===== src/rtl/dsp_pkg.sv =====
package dsp_pkg;

    localparam int unsigned OVERSAMPLE = 16;

    typedef enum logic [1:0] {
        PAR_NONE = 2'b00,
        PAR_EVEN = 2'b01,
        PAR_ODD  = 2'b10,
        PAR_OFF2 = 2'b11
    } par_mode_t;

    typedef enum logic [2:0] {
        TX_IDLE,
        TX_START,
        TX_DATA,
        TX_PARITY,
        TX_STOP1,
        TX_STOP2
    } tx_state_t;

    typedef enum logic [2:0] {
        RX_IDLE,
        RX_START,
        RX_DATA,
        RX_PARITY,
        RX_STOP
    } rx_state_t;

endpackage


===== src/rtl/dsp_baud_tick.sv =====
module dsp_baud_tick #(
    parameter int DIV_W = 16
) (
    input  logic             clk,
    input  logic             rst_n,
    input  logic             alt_clk,
    input  logic             clk_sel,
    input  logic [DIV_W-1:0] div,
    output logic             tick
);
    logic [2:0]       alt_q;
    logic             src_pulse;
    logic [DIV_W-1:0] cnt;

    // synchronise the slow clock and keep its rising edges
    always_ff @(posedge clk or negedge rst_n) begin
        if (!rst_n) alt_q <= '0;
        else        alt_q <= {alt_q[1:0], alt_clk};
    end

    assign src_pulse = clk_sel ? (alt_q[1] & ~alt_q[2]) : 1'b1;
    assign tick      = src_pulse && (cnt >= div);

    always_ff @(posedge clk or negedge rst_n) begin
        if (!rst_n)         cnt <= '0;
        else if (src_pulse) cnt <= (cnt >= div) ? '0 : cnt + 1'b1;
    end
endmodule


===== src/rtl/dsp_tx.sv =====
module dsp_tx
    import dsp_pkg::*;
#(
    parameter int DATA_W = 8
) (
    input  logic              clk,
    input  logic              rst_n,
    input  logic              tick,
    input  par_mode_t         par_mode,
    input  logic              two_stop,
    input  logic              wr,
    input  logic [DATA_W-1:0] wdata,
    output logic              hold_full,
    output logic              busy,
    output logic              txd,
    output logic              done
);
    localparam int OS_W = $clog2(OVERSAMPLE);
    localparam int BI_W = $clog2(DATA_W);
    localparam logic [OS_W-1:0] OS_LAST  = OS_W'(OVERSAMPLE - 1);
    localparam logic [BI_W-1:0] BIT_LAST = BI_W'(DATA_W - 1);

    tx_state_t         state, nxt;
    logic [OS_W-1:0]   os_cnt;
    logic [BI_W-1:0]   bit_idx;
    logic [DATA_W-1:0] shreg, hold_q;
    logic              par_q;
    logic              par_en, bit_end, last_end, load;

    assign par_en   = (par_mode == PAR_EVEN) || (par_mode == PAR_ODD);
    assign bit_end  = tick && (os_cnt == OS_LAST);
    assign last_end = bit_end && ((state == TX_STOP1 && !two_stop) || state == TX_STOP2);
    assign load     = hold_full && (state == TX_IDLE || last_end);

    // state register
    always_ff @(posedge clk or negedge rst_n) begin
        if (!rst_n) state <= TX_IDLE;
        else        state <= nxt;
    end

    // transitions
    always_comb begin
        nxt = state;
        unique case (state)
            TX_IDLE:   if (hold_full) nxt = TX_START;
            TX_START:  if (bit_end) nxt = TX_DATA;
            TX_DATA:   if (bit_end && bit_idx == BIT_LAST) nxt = par_en ? TX_PARITY : TX_STOP1;
            TX_PARITY: if (bit_end) nxt = TX_STOP1;
            TX_STOP1:  if (bit_end) nxt = two_stop ? TX_STOP2 : (hold_full ? TX_START : TX_IDLE);
            TX_STOP2:  if (bit_end) nxt = hold_full ? TX_START : TX_IDLE;
            default:   nxt = TX_IDLE;
        endcase
    end

    // datapath: holding register, shifter, oversample and bit counters
    always_ff @(posedge clk or negedge rst_n) begin
        if (!rst_n) begin
            hold_full <= 1'b0;
            hold_q    <= '0;
            shreg     <= '0;
            par_q     <= 1'b0;
            os_cnt    <= '0;
            bit_idx   <= '0;
            done      <= 1'b0;
        end else begin
            done <= last_end;
            if (load) begin
                hold_full <= 1'b0;
                shreg     <= hold_q;
                par_q     <= (^hold_q) ^ (par_mode == PAR_ODD);
                bit_idx   <= '0;
            end else if (wr && !hold_full) begin
                hold_full <= 1'b1;
                hold_q    <= wdata;
            end
            if (state == TX_IDLE)  os_cnt <= '0;
            else if (tick)         os_cnt <= os_cnt + 1'b1;
            if (state == TX_DATA && bit_end) begin
                shreg   <= shreg >> 1;
                bit_idx <= bit_idx + 1'b1;
            end
        end
    end

    // outputs
    always_comb begin
        busy = (state != TX_IDLE);
        unique case (state)
            TX_START:  txd = 1'b0;
            TX_DATA:   txd = shreg[0];
            TX_PARITY: txd = par_q;
            default:   txd = 1'b1;
        endcase
    end
endmodule


===== src/rtl/dsp_rx.sv =====
module dsp_rx
    import dsp_pkg::*;
#(
    parameter int DATA_W = 8
) (
    input  logic              clk,
    input  logic              rst_n,
    input  logic              tick,
    input  par_mode_t         par_mode,
    input  logic              rxd,
    input  logic              rd,
    input  logic              err_clr,
    output logic [DATA_W-1:0] data,
    output logic              valid,
    output logic              done,
    output logic              err_evt,
    output logic              err_par,
    output logic              err_frm,
    output logic              err_ovr
);
    localparam int OS_W = $clog2(OVERSAMPLE);
    localparam int BI_W = $clog2(DATA_W);
    localparam logic [OS_W-1:0] OS_LAST  = OS_W'(OVERSAMPLE - 1);
    localparam logic [OS_W-1:0] OS_MID   = OS_W'(OVERSAMPLE / 2 - 1);
    localparam logic [BI_W-1:0] BIT_LAST = BI_W'(DATA_W - 1);

    rx_state_t         state, nxt;
    logic [1:0]        sync_q;
    logic              rx_s;
    logic [OS_W-1:0]   os_cnt;
    logic [BI_W-1:0]   bit_idx;
    logic [DATA_W-1:0] shreg;
    logic              par_bad;
    logic              par_en, mid_start, bit_mid, frame_end, ovr;
    logic              set_par, set_frm, set_ovr;

    assign rx_s      = sync_q[1];
    assign par_en    = (par_mode == PAR_EVEN) || (par_mode == PAR_ODD);
    assign mid_start = tick && (os_cnt == OS_MID);
    assign bit_mid   = tick && (os_cnt == OS_LAST);
    assign frame_end = (state == RX_STOP) && bit_mid;
    assign ovr       = valid && !rd;
    assign set_par   = frame_end && par_bad;
    assign set_frm   = frame_end && !rx_s;
    assign set_ovr   = frame_end && ovr;

    always_ff @(posedge clk or negedge rst_n) begin
        if (!rst_n) sync_q <= 2'b11;
        else        sync_q <= {sync_q[0], rxd};
    end

    // state register
    always_ff @(posedge clk or negedge rst_n) begin
        if (!rst_n) state <= RX_IDLE;
        else        state <= nxt;
    end

    // transitions
    always_comb begin
        nxt = state;
        unique case (state)
            RX_IDLE:   if (!rx_s) nxt = RX_START;
            RX_START:  if (mid_start) nxt = rx_s ? RX_IDLE : RX_DATA;
            RX_DATA:   if (bit_mid && bit_idx == BIT_LAST) nxt = par_en ? RX_PARITY : RX_STOP;
            RX_PARITY: if (bit_mid) nxt = RX_STOP;
            RX_STOP:   if (bit_mid) nxt = RX_IDLE;
            default:   nxt = RX_IDLE;
        endcase
    end

    // sampling datapath
    always_ff @(posedge clk or negedge rst_n) begin
        if (!rst_n) begin
            os_cnt  <= '0;
            bit_idx <= '0;
            shreg   <= '0;
            par_bad <= 1'b0;
        end else begin
            if (state == RX_IDLE || (state == RX_START && mid_start)) os_cnt <= '0;
            else if (tick)                                            os_cnt <= os_cnt + 1'b1;
            if (state == RX_IDLE) begin
                bit_idx <= '0;
                par_bad <= 1'b0;
            end
            if (state == RX_DATA && bit_mid) begin
                shreg   <= {rx_s, shreg[DATA_W-1:1]};
                bit_idx <= bit_idx + 1'b1;
            end
            if (state == RX_PARITY && bit_mid)
                par_bad <= rx_s != ((^shreg) ^ (par_mode == PAR_ODD));
        end
    end

    // outputs: holding register, events, sticky flags
    always_ff @(posedge clk or negedge rst_n) begin
        if (!rst_n) begin
            data    <= '0;
            valid   <= 1'b0;
            done    <= 1'b0;
            err_evt <= 1'b0;
            err_par <= 1'b0;
            err_frm <= 1'b0;
            err_ovr <= 1'b0;
        end else begin
            done    <= frame_end && !ovr;
            err_evt <= set_par || set_frm || set_ovr;
            err_par <= (err_par && !err_clr) || set_par;
            err_frm <= (err_frm && !err_clr) || set_frm;
            err_ovr <= (err_ovr && !err_clr) || set_ovr;
            if (frame_end && !ovr) begin
                data  <= shreg;
                valid <= 1'b1;
            end else if (rd) begin
                valid <= 1'b0;
            end
        end
    end
endmodule


===== src/rtl/duplex_serial_port.sv =====
module duplex_serial_port
    import dsp_pkg::*;
#(
    parameter int DIV_W  = 16,
    parameter int DATA_W = 8
) (
    input  logic              clk,
    input  logic              rst_n,
    input  logic              alt_clk,
    input  logic              cfg_clk_sel,
    input  logic [DIV_W-1:0]  cfg_div,
    input  logic [1:0]        cfg_parity,
    input  logic              cfg_two_stop,
    input  logic              tx_wr,
    input  logic [DATA_W-1:0] tx_data,
    output logic              tx_hold_full,
    output logic              tx_busy,
    output logic              txd,
    input  logic              rxd,
    input  logic              rx_rd,
    output logic [DATA_W-1:0] rx_data,
    output logic              rx_valid,
    input  logic              err_clr,
    output logic              err_parity,
    output logic              err_frame,
    output logic              err_overrun,
    output logic              evt_tx_done,
    output logic              evt_rx_done,
    output logic              evt_rx_err
);
    logic      tick;
    par_mode_t par_mode;

    assign par_mode = par_mode_t'(cfg_parity);

    dsp_baud_tick #(.DIV_W(DIV_W)) tick_i (
        .clk(clk), .rst_n(rst_n), .alt_clk(alt_clk),
        .clk_sel(cfg_clk_sel), .div(cfg_div), .tick(tick)
    );

    dsp_tx #(.DATA_W(DATA_W)) tx_i (
        .clk(clk), .rst_n(rst_n), .tick(tick), .par_mode(par_mode),
        .two_stop(cfg_two_stop), .wr(tx_wr), .wdata(tx_data),
        .hold_full(tx_hold_full), .busy(tx_busy), .txd(txd), .done(evt_tx_done)
    );

    dsp_rx #(.DATA_W(DATA_W)) rx_i (
        .clk(clk), .rst_n(rst_n), .tick(tick), .par_mode(par_mode),
        .rxd(rxd), .rd(rx_rd), .err_clr(err_clr),
        .data(rx_data), .valid(rx_valid), .done(evt_rx_done), .err_evt(evt_rx_err),
        .err_par(err_parity), .err_frm(err_frame), .err_ovr(err_overrun)
    );
endmodule


===== config.mk =====
export PLATFORM = sky130hd
export DESIGN_NAME = duplex_serial_port
export DESIGN_NICKNAME = d
export VERILOG_FILES = /design/src/rtl/dsp_pkg.sv /design/src/rtl/dsp_baud_tick.sv /design/src/rtl/dsp_tx.sv /design/src/rtl/dsp_rx.sv /design/src/rtl/duplex_serial_port.sv
export SDC_FILE = /design/constraint.sdc
export NUM_CORES = 1
export LEC_CHECK = 0
export BUFFER_PORTS_ARGS = -buffer_cell sky130_fd_sc_hd__buf_2
export CORE_ASPECT_RATIO = 0.6
export CORE_MARGIN = 5
export CORE_UTILIZATION = 65
export CTS_BUF_LIST = sky130_fd_sc_hd__clkbuf_4 sky130_fd_sc_hd__clkbuf_8
export CTS_CLUSTER_DIAMETER = 200
export DETAILED_ROUTE_END_ITERATION = 16
export GPL_ROUTABILITY_DRIVEN = 0
export PLACE_DENSITY_LB_ADDON = 0.08
export SLEW_MARGIN = 20
export SYNTH_ARGS = -nofsm -noshare
export SYNTH_HDL_FRONTEND = slang
export SYNTH_SLANG_ARGS = --single-unit

===== constraint.sdc =====
create_clock -name clk -period 5.6 [get_ports clk]
set_input_delay 1.12 -clock clk [delete_from_list [all_inputs] [get_ports clk]]
set_output_delay 1.12 -clock clk [all_outputs]
set_load 0.005 [all_outputs]

# ---- Word-level counts from Yosys, hierarchy flattened
# Index checks and enable logic that the tools add are counted.
dict set report classes {
  n_addsub 5
  n_mul 0
  n_div 0
  order_cmp 1
  n_eq_ne 28
  shift 0
  muxes 36
  bitwise 5
  reduce_logical 53
}
# op n
set op_table {}
lappend op_table {{$mux W3} 17}
lappend op_table {{$logic_and A1 B1 Y1} 23}
lappend op_table {{$ne A2 B1 Y1 const B} 10}
lappend op_table {{$pmux W3 S6} 1}
lappend op_table {{$add A16 B1 Y16 const B} 1}
lappend op_table {{$ge A16 B16 Y1} 1}
lappend op_table {{$mux W16} 1}
lappend op_table {{$mux W4} 4}
lappend op_table {{$mux W8} 2}
lappend op_table {{$reduce_xor A8 Y1} 2}
lappend op_table {{$eq A3 B3 Y1 const B} 5}
lappend op_table {{$pmux W3 S5} 1}
lappend op_table {{$reduce_bool A2 Y1} 7}
lappend op_table {{$eq A3 B2 Y1 const B} 4}
lappend op_table {{$logic_or A1 B1 Y1} 9}
lappend op_table {{$add A4 B1 Y4 const B} 2}
lappend op_table {{$eq A4 B4 Y1 const B} 2}
lappend op_table {{$mux W1} 8}
lappend op_table {{$add A3 B1 Y3 const B} 2}
lappend op_table {{$eq A3 B1 Y1 const B} 2}
lappend op_table {{$logic_not A1 Y1} 6}
lappend op_table {{$logic_not A3 Y1} 2}
lappend op_table {{$reduce_and A6 Y1} 1}
lappend op_table {{$reduce_and A5 Y1} 1}
lappend op_table {{other kinds (12)} 14}
dict set report totals {
  register_bits 83
  latchBits 0
  ram_bits 0
  mem_bits_ro 0
  inputBits 35
  out_inout_bits 18
  wordCells 151
  n_memories 0
}

# ---- Depth between registers and ports, before layout
dict set report logic_depth {
  ltp_word 10
  depth_mapped 10
  ltp_nobuf 9
}

# ---- Hierarchy
# A second synthesis with hierarchy kept.
dict set report hier_totals {
  hier_cells 400
  area_unflattened_um2 4548.1
}
# module n_inst cells_each area_each_um2 seq_area_each_um2
set modules_own_cells {}
lappend modules_own_cells {dsp_rx 1 136 1681.6 878.3}
lappend modules_own_cells {dsp_tx 1 127 1550.2 725.7}
lappend modules_own_cells {dsp_baud_tick 1 137 1316.3 475.5}

# ---- Worst setup path after synthesis
# No wires, ideal clock.
dict set report synth_path {
  path_type {input to register}
  start {in cfg_div[0]}
  end {reg rx_i.data[0]}
  setup_time_ns 0.128
  arrival_ns 3.131
  t_required_ns 5.472
  setup_slack_ns 2.341
  cell_stages 9
  n_path_buf 1
  path_cell_list {ha_1 > nand2b_1 > a2111o_1 > a311oi_2 > o41a_2 > buf_4 > nor2_2 > nand3_4 > mux2_1}
}
dict set report synth_via {
  elab_chain_len 5
}
# item line
set synth_rtl {}
lappend synth_rtl {{from (decl)} duplex_serial_port.sv:11} ;# input logic [DIV_W-1:0] cfg_div,
lappend synth_rtl {{$ge A16 B16 Y1} dsp_baud_tick.sv:22} ;# assign tick = src_pulse && (cnt >= div);
lappend synth_rtl {{$logic_and A1 B1 Y1} dsp_baud_tick.sv:22}
lappend synth_rtl {{$logic_and A1 B1 Y1} dsp_rx.sv:40} ;# assign bit_mid = tick && (os_cnt == OS_LAST);
lappend synth_rtl {{$logic_and A1 B1 Y1} dsp_rx.sv:41} ;# assign frame_end = (state == RX_STOP) && bit_mid;
lappend synth_rtl {{$logic_and A1 B1 Y1} dsp_rx.sv:110} ;# if (frame_end && !ovr) begin
lappend synth_rtl {{to (signal assigned)} dsp_rx.sv:111} ;# data <= shreg;
lappend synth_rtl {{to (decl)} dsp_rx.sv:13} ;# output logic [DATA_W-1:0] data,
# No other way between the ends.
# A chain may end at the register's enable or synchronous reset.

# ---- Final worst setup path
dict set report layout_path {
  start {in cfg_div[7]}
  end {reg tx_i.shreg[2]}
}
dict set report layout_via {
  elab_chain_len 7
  elab_cells_between_ends 9
  cone_classes {order compare: 1; mux: 1; reduce/logical: 7}
}
# item line
set layout_rtl {}
lappend layout_rtl {{$ge A16 B16 Y1 *} dsp_baud_tick.sv:22}
lappend layout_rtl {{$logic_and A1 B1 Y1 *} dsp_baud_tick.sv:22}
lappend layout_rtl {{$logic_and A1 B1 Y1 *} dsp_tx.sv:31} ;# assign bit_end = tick && (os_cnt == OS_LAST);
lappend layout_rtl {{$logic_and A1 B1 Y1} dsp_tx.sv:32} ;# assign last_end = bit_end && ((state == TX_STOP1 && !two_stop) || state == TX_STOP2);
lappend layout_rtl {{$logic_or A1 B1 Y1} dsp_tx.sv:33} ;# assign load = hold_full && (state == TX_IDLE || last_end);
lappend layout_rtl {{$logic_and A1 B1 Y1} dsp_tx.sv:33}
lappend layout_rtl {{$reduce_bool A2 Y1 (no line)} --}
lappend layout_rtl {{to (signal assigned)} dsp_tx.sv:69} ;# shreg <= hold_q;
lappend layout_rtl {{to (signal assigned)} dsp_tx.sv:79} ;# shreg <= shreg >> 1;
lappend layout_rtl {{to (decl)} dsp_tx.sv:26} ;# logic [DATA_W-1:0] shreg, hold_q;
# Every way passes the cells marked *; elsewhere a longest branch is shown, timed or not.

==> results.md <==
* CTS tree: yes
* Non-Filler Instances at 537
* Crit end category: flip-flop
* Fin Hold WS at 358 ps
* Clock root cell: clkbuf_8
* Post-synthesis sequential area ratio at 48.7%
* Dominant synthesized flop cell: dfrtp_1
* Syn Inst Count at 396
* Nets at 507
* DRT antenna net count at 0
* Worst-path cell chain: buf_2, inv_1, ha_1, a21oi_1, nand2_1, a31oi_1, o41a_2, nor4b_2, a21oi_2, a221o_1
* Distinct cell type count after synthesis at 54
* H-tree lvl count at 3
* IO Port Bufs at 52
* Hold path startpoint: rx_i.sync_q[0]
* Yosys warns at 0
* Slew Viols, Final at 0
* Startpoint types: input port
* Worst slew pin tran at 1020 ps
* Initial Utilization at 68.4%
* Rel. slew slack at 31.5%
* Via/cell ratio at 5.79
* Async set-reset flop share out of synthesis at 100%
* Share of cells above drive strength 1 at 20.1%
* Placed cells at 521
* Core area at 6250 um2
* DRT iter0 DRCs at 265
* Hold Path Stages at 0
* Max Root-Sink Buffers at 2
* Worst r2r path cells at 9
* Max stage delay cell, worst path: nor4b_2
* Leak at 0.00240 uW
* Worst-Skew Late Latency at 370 ps
* Row count at 22
* Total vias in the final route at 3109
* Tmin final at 3740 ps
* Synth Cell Area at 4270 um2
* Hold WC Path Type: reg -> reg
* CP Data Required Time at 5850 ps
* Initial antenna violation count at 0
* Per-cell routed wire length at 15.7 um
* CP max stage delay at 920 ps
* Die ar. at 8350 um2
* Worst setup path start: cfg_div[7]
* Critical path class: in -> reg
* Area Overhead vs Synth at 12.1%
* Grt total ovfl at 0
* FF+latch count, synth at 83
* Clock skew at 9.58 ps
* Achievable Freq at 267 MHz
* Chip width at 115 um
* Pwr/cell area at 272 nW/um2
* Pin count of the biggest net entering global routing at 84
* Synthesized area per cell at 10.8 um2
* Endpoints failing setup at 0
* Commonest cells after routing, fill and taps aside: dfrtp_1, buf_2, nor2_1
* I/O pin total at 53
* Drt total wl at 8450 um
* First-pass GRT wire length at 14500 um
* Status: completed
* Die Y at 72.8 um
* Commonest non-fill, non-tap cell in the layout: dfrtp_1
* Final Cycle Share at 66.8%
* First-pass DRT Iterations at 6
* Inserted Clock Buffers at 9
* Cts repair resizes at 0
* Postcts setup bufs at 0
* Tot Pwr at 1300 uW
* VDD IR-drop max at 0.276 mV
* DP HPWL at 6150 um
* Vias in the first global route at 3062
* Crit path DAT at 3990 ps
* Syn Nets at 455
* CTS sink cnt at 83
* Reg clk slew, reported paths at 80 ps
* CP max FO at 13
* Antenna diode instance count at 0
* Setup_tns at 0 ps
* EDFF count, synth at 0
* Cts hold-fix bufs at 0
* RSZ-0062 raised after global routing: false
* Reg-to-Reg Start: tick_i.cnt[0]
* Max_cap viols at 0
* GRT Total Usage at 22.7%
* Residual DRC count at 0
* Final hold violations at 0
synth_stat cells, drive strengths merged (2+ instances only):
master / number / share of area [%]
dfrtp: 81 / 47
nor2: 35 / 3.2
inv: 29 / 2.5
mux2: 26 / 6.9
nand2: 26 / 2.3
ha: 24 / 7.0
xnor2: 22 / 4.5
nand3: 19 / 2.5
o21ai: 15 / 1.8
a21oi: 13 / 1.6
xor2: 13 / 2.7
and3: 10 / 1.5
a221o: 8 / 1.9
nand4: 7 / 1.0
buf: 6 / 0.97
clkbuf: 6 / 0.53
nand2b: 6 / 0.88
a31oi: 5 / 0.73
nor3: 5 / 0.59
mux2i: 4 / 0.94
nor2b: 4 / 0.59
o22ai: 4 / 0.59
a211oi: 2 / 0.35
a22o: 2 / 0.41
a311oi: 2 / 0.56
dfstp: 2 / 1.2
nand3b: 2 / 0.35
nor4b: 2 / 0.56
metrics by stage:
| step | area [um2] | utilization, % | worst slack, ps |
|---|---|---|---|
| 2_1_floorplan | 4270 | - | 2340 |
| 4_1_cts | 4790 | 76.6 | 1870 |
| 5_1_grt | 4790 | 76.7 | 1650 |
| 3_5_place_dp | 4580 | 73.3 | 1490 |
| 3_3_place_gp | 4580 | 73.3 | 1670 |
| 6_report | 4790 | 76.7 | 1860 |
worst paths after layout:
check / endpoint / slack [ps]
max: tx_i.shreg[2] / 1860
min: rx_i.sync_q[1] / 360
max reg2reg: tx_i.shreg[2] / 2260
min reg2reg: rx_i.sync_q[1] / 360
max in group asynchronous: tx_i.hold_q[4] / 4320
min in group asynchronous: tick_i.alt_q[1] / 770
registers in the layout, indices dropped and copies added (netlist names), 2 cells and up:
signal / flops
rx_i.shreg: 8
tick_i.cnt: 16
tx_i.hold_q: 8
tx_i.state: 3
tx_i.os_cnt: 4
rx_i.sync_q: 2
tx_i.bit_idx: 3
tx_i.shreg: 8
rx_i.state: 3
rx_i.bit_idx: 3
rx_i.os_cnt: 4
rx_i.data: 8
tick_i.alt_q: 3
cell families (layout without fill, tap and decap cells):
family,Yosys count,in the layout,share of synthesized area [%]
compound gates,63,63,10.8
xor+xnor,35,35,7.18
fa+ha+maj,24,24,7.03
buf+inv,41,98,4.04
flops,83,83,48.7
mux,30,30,7.79
simple gates,120,120,14.5
per-layer routing:
| metal | wire, um | part of all wire [%] | vias to the layer above | global-route usage (%) |
|---|---|---|---|---|
| met3 | 466 | 5.5 | 15 | 7.21 |
| met5 | 0 | 0 | - | 0 |
| met1 | 4100 | 48 | 1519 | 31.4 |
| met2 | 3760 | 44 | 73 | 34.5 |
| met4 | 129 | 1.5 | 0 | 6.85 |
| li1 | - | - | 1502 | - |
power by group:
part | total, uW | internal, uW | switching [uW] | leakage (uW)
Sequential | 688 | 641 | 47.4 | 0.00107
Clock | 431 | 218 | 214 | 0.000102
Combinational | 185 | 91.9 | 92.6 | 0.00123
worst max-delay path: cells and delay by family:
kind	cells	cell delay, ps
adders and majority gates	1	300
AOI/OAI and AO/OA	5	1420
buffers and inverters	2	100
and+or+nand+nor	2	1040
area by class of cell:
class | instances | area [um2]
sequential | 83 | 2080
clock buffer | 10 | 138
clock inverter | 6 | 65.1
multi-input combinational | 272 | 2020
timing repair buffer | 53 | 274
tap | 84 | 105
inverter | 29 | 109
fill | 435 | 1460
(Power assumes the default switching activity.)
